### src/rtl/irq_pkg.sv
package irq_pkg;
  // Spacing between reset vectors of adjacent cells; keeps bit 0 clear.
  localparam int unsigned IRQ_VEC_STEP = 2;

  function automatic int unsigned irq_rst_vec(input int unsigned idx);
    return idx * IRQ_VEC_STEP;
  endfunction
endpackage

### src/rtl/irq_prio_cell.sv
module irq_prio_cell #(
  parameter int unsigned W       = 8,
  parameter logic [W-1:0] RST_VEC = '0
) (
  input  logic         clk,
  input  logic         rst,
  input  logic         en_in,
  input  logic         pend,
  input  logic         ack,
  input  logic         reti,
  input  logic         vec_wr,
  input  logic [W-1:0] vec_wdata,
  output logic         en_out,
  output logic         req,
  output logic         grant,
  output logic [W-1:0] vec_q
);
  logic svc_q;

  assign req    = en_in & pend & ~svc_q;
  assign en_out = en_in & ~(pend | svc_q);
  assign grant  = ack & req;

  always_ff @(posedge clk) begin
    if (rst) begin
      svc_q <= 1'b0;
      vec_q <= RST_VEC;
    end else begin
      if (grant)
        svc_q <= 1'b1;
      else if (reti && en_in && svc_q)
        svc_q <= 1'b0;
      if (vec_wr)
        vec_q <= {vec_wdata[W-1:1], 1'b0};
    end
  end
endmodule

### src/rtl/irq_vec_mux.sv
module irq_vec_mux #(
  parameter int unsigned N = 4,
  parameter int unsigned W = 8
) (
  input  logic [N-1:0]   grant,
  input  logic [N*W-1:0] vec_flat,
  output logic [W-1:0]   data,
  output logic           vld
);
  always_comb begin
    data = '0;
    for (int i = 0; i < N; i++)
      data = data | ({W{grant[i]}} & vec_flat[i*W +: W]);
  end
  assign vld = |grant;
endmodule

### src/rtl/irq_daisy_chain.sv
module irq_daisy_chain #(
  parameter int unsigned N = 4,
  parameter int unsigned W = 8
) (
  input  logic         clk,
  input  logic         rst,
  input  logic         chain_en_i,
  input  logic [N-1:0] pend_i,
  input  logic         ack_i,
  input  logic         reti_i,
  input  logic [N-1:0] vec_wr_i,
  input  logic [W-1:0] vec_wdata_i,
  output logic         irq_n_o,
  output logic [W-1:0] data_o,
  output logic         data_vld_o,
  output logic         chain_en_o
);
  logic [N:0]     en_link;
  logic [N-1:0]   req_v;
  logic [N-1:0]   grant_v;
  logic [N*W-1:0] vec_flat;

  assign en_link[0] = chain_en_i;

  for (genvar g = 0; g < N; g++) begin : g_cell
    localparam logic [W-1:0] CELL_RST_VEC = W'(irq_pkg::irq_rst_vec(g));
    irq_prio_cell #(.W(W), .RST_VEC(CELL_RST_VEC)) u_cell (
      .clk      (clk),
      .rst      (rst),
      .en_in    (en_link[g]),
      .pend     (pend_i[g]),
      .ack      (ack_i),
      .reti     (reti_i),
      .vec_wr   (vec_wr_i[g]),
      .vec_wdata(vec_wdata_i),
      .en_out   (en_link[g+1]),
      .req      (req_v[g]),
      .grant    (grant_v[g]),
      .vec_q    (vec_flat[g*W +: W])
    );
  end

  irq_vec_mux #(.N(N), .W(W)) u_mux (
    .grant   (grant_v),
    .vec_flat(vec_flat),
    .data    (data_o),
    .vld     (data_vld_o)
  );

  assign irq_n_o    = ~|req_v;
  assign chain_en_o = en_link[N];
endmodule

### config.mk
export PLATFORM = sky130hd
export DESIGN_NAME = irq_daisy_chain
export DESIGN_NICKNAME = d
export VERILOG_FILES = /design/src/rtl/irq_pkg.sv /design/src/rtl/irq_prio_cell.sv /design/src/rtl/irq_vec_mux.sv /design/src/rtl/irq_daisy_chain.sv
export SDC_FILE = /design/constraint.sdc
export NUM_CORES = 1
export LEC_CHECK = 0
export BUFFER_PORTS_ARGS = -buffer_cell sky130_fd_sc_hd__buf_2
export CAP_MARGIN = 20
export CORE_MARGIN = 4
export CORE_UTILIZATION = 57
export DETAILED_ROUTE_END_ITERATION = 10
export PLACE_DENSITY = 0.83
export SETUP_SLACK_MARGIN = 0.02
export SLEW_MARGIN = 20
export SYNTH_ARGS = -nofsm -noshare
export SYNTH_HDL_FRONTEND = slang
export SYNTH_SLANG_ARGS = --single-unit
### constraint.sdc
create_clock -name clk -period 3.8 [get_ports clk]
set_input_delay 0.76 -clock clk [delete_from_list [all_inputs] [get_ports clk]]
set_output_delay 0.76 -clock clk [all_outputs]
set_load 0.02 [all_outputs]
==> run summary <==
I/O Pins: 32
Power, Total: 0.0006743 W
maxcap violations: 0
fmax: 374.9 MHz
Static Leak: 0.7894 nW
gpl congestion: 0.7711
syn nets: 194
Slew Limit Fails: 0
vias in the first global route: 1284
Avg WL per Cell: 17.00 µm
Setup violations, final: 0
initial core utilization: 61.21%
M1 GR Usage: 30.84%
post-synthesis compound-gate area fraction: 9.157%
crit path kind: in2out
CTS tree: yes
first-pass GRT wire length: 6196 µm
flop2flop setup slack: 2.30 ns
WHS Endpoint: g_cell[0].u_cell.vec_q[4]$_SDFFE_PP0P_
antenna violations before repair: 0
CTS sink cnt: 32
Layout area overhead: 11.49%
Routed WL: 3824 µm
R2R cell count: 3
aggregate global routing overflow: 0
Post-Synth Adder-Cell Area: 0%
Synth Area in Simple Gates: 29.32%
CP Data Required Time: 3.04 ns
HPWL after DPL: 2497 µm
CP max FO: 22
mux contribution to synthesized area: 15.42%
core area: 2545 µm²
DR iter-0 viols: 81
Num CTS Buffers: 5
layout cells sized above 1: 18.97%
Die Area: 3633 µm²
worst relative slew slack: 52.93%
routing usage on met3: 6.479%
Peak VDD IR: 0.3350 mV
later-pin clock latency in the skew report: 0.34 ns
Worst-Margin Slew: 0.7035 ns
via count: 1379
DRC: 0
CP Data Arrival Time: 1.91 ns
post-synthesis cell area: 1558 µm²
clk_skew: 0.004115 ns
GRT Util Overall: 23.71%
CTS hold repair buffers: 0
Die X-Extent: 60.28 µm
routing usage on met2: 36.57%
Post-CTS Setup Repair Bufs: 0
Antenna Cells: 0
Syn Area/Cell: 9.004 µm²
RSZ-0062 raised after global routing: false
post-synthesis sequential area ratio: 41.12%
P per Cell Area: 388.3 nW/µm²
RR Startpoint: g_cell[1].u_cell.svc_q$_SDFFE_PP0P_
Fin. Hold Viols: 0
setup TNS: 0 ns
Pre-antenna DRT Iters: 4
Nets: 215
Max H-tree Level: 2
Die Ht: 60.28 µm
Syn. warnings: 0
clk slew on worst S/H paths: 0.10 ns
FILL cells: 216
Detail Route Antenna Nets: 0
cts repair resizes: 0
Rows: 18
status: finished clean
gr busiest metal: met2
Syn Inst Count: 173
Hold Path Stages: 2
largest family of logic cells by synthesized area: simple AND/OR/NAND/NOR gates
largest net degree at the start of global routing: 33
min Tclk post-route: 2.667 ns
Netlist cell types: 31
Critical Path Source: pend_i[0]
Tcrit/Tclk final: 70.19%
Yosys reg bits: 32
Vias per Instance: 6.129
xor/xnor share of the synthesized area: 0%
port bufs: 29
crit start category: input pin
fin util: 68.24%
reg2reg end: g_cell[3].u_cell.svc_q$_SDFFE_PP0P_
Hold Crit Start: g_cell[0].u_cell.vec_q[4]$_SDFFE_PP0P_
hold crit path type: reg2reg
clock buffer depth: 2
CP endpoint kind: output port
clock root buffer: clkbuf_4
==> synth_stat cells, drive strengths merged <==
master,number,area share [%]
nor4bb,7,4.5
or4,1,0.48
nor2b,5,2.0
a311oi,1,0.56
o21a,1,0.48
nand4,7,2.8
nand3,15,4.8
a221oi,1,0.56
conb,1,0.24
and2,7,2.8
clkbuf,12,2.9
o31ai,1,0.48
a21oi,3,0.96
nand2,1,0.24
mux2i,24,15
dfxtp,32,41
and4b,3,1.9
or4b,1,0.64
nand3b,1,0.48
nor4,1,1.4
a211o,4,2.2
o41ai,1,0.56
and3b,1,0.56
o21ai,9,2.9
a31oi,1,0.40
clkinv,1,0.24
buf,4,1.6
nor2,26,6.3
nand2b,1,0.40
==> layout by cell type, fill, tap and decap left out, drive strengths merged <==
cell / instances
o41ai: 1
a21oi: 3
clkbuf: 8
nand3b: 1
a221oi: 1
a311oi: 1
nor4bb: 7
nand2b: 1
and4b: 3
a211o: 4
clkinv: 1
nor2b: 5
buf: 30
nor2: 26
nand3: 15
nand4: 7
mux2i: 24
o21ai: 9
conb: 1
o21a: 1
o31ai: 1
or4: 1
nand2: 1
dfxtp: 32
or4b: 1
a31oi: 1
and3b: 1
and2: 7
nor4: 1
==> stage by stage <==
stage,cell area (µm²),setup WS (ns),hold slack (ns),std cells
final,1737,1.133,0.4942,225
after CTS,1737,1.147,0.4961,225
after global placement,1678,1.167,0.4627,217
after floorplan,1558,1.408,0.4510,173
after detailed placement,1678,1.145,0.4721,217
after global routing,1737,0.9910,0.5239,225
==> flip-flops by register name, indices dropped and copies added, names as in the netlist <==
register             count
g_cell.u_cell.vec_q     28
g_cell.u_cell.svc_q      4
==> power breakdown <==
group	internal [W]	switching [W]	total, W
combinational	0.0000403	0.0000594	0.0000997
clock	0.0000912	0.000118	0.000209
sequential	0.000355	0.0000110	0.000366
total	0.000486	0.000188	0.000674
==> logic make-up (layout without fill, tap and decap cells) <==
family                 count (synthesis)  after routing
and+or+nand+nor                       77             77
DFF                                   32             32
muxes                                 24             24
AOI/OAI and AO/OA                     22             22
buffers and inverters                 17             39
other                                  1              1
==> layer usage <==
metal  vias to the layer above  wire length, µm
li1                        669                -
met1                       659             1683
met2                        43             1822
met3                         8              246
met4                         0               71
met5                         -                0
==> worst max-delay path by stage <==
stage          slack [ns]        end
5_1_grt              0.99  data_o[1]
2_1_floorplan        1.41  data_o[5]
6_report             1.13  data_o[5]
3_3_place_gp         1.17  data_o[1]
4_1_cts              1.15  data_o[1]
3_5_place_dp         1.15  data_o[1]
==> critical path, stage by stage <==
cell     delay, ns
buf_2         0.23
nor4_4        0.25
buf_4         0.26
nand4_1       0.11
nand3_1       0.12
buf_2         0.17
==> layout make-up <==
class | instances | area (µm²) | share of cell area (%)
clock buffer | 8 | 58.81 | 3.386
inverter | 1 | 3.754 | 0.2161
multi-input combinational | 124 | 843.3 | 48.56
sequential | 32 | 640.6 | 36.89
tap | 30 | 37.54 | 2.161
timing repair buffer | 30 | 152.6 | 8.790
No activity file was read; power rests on OpenSTA's default activity.
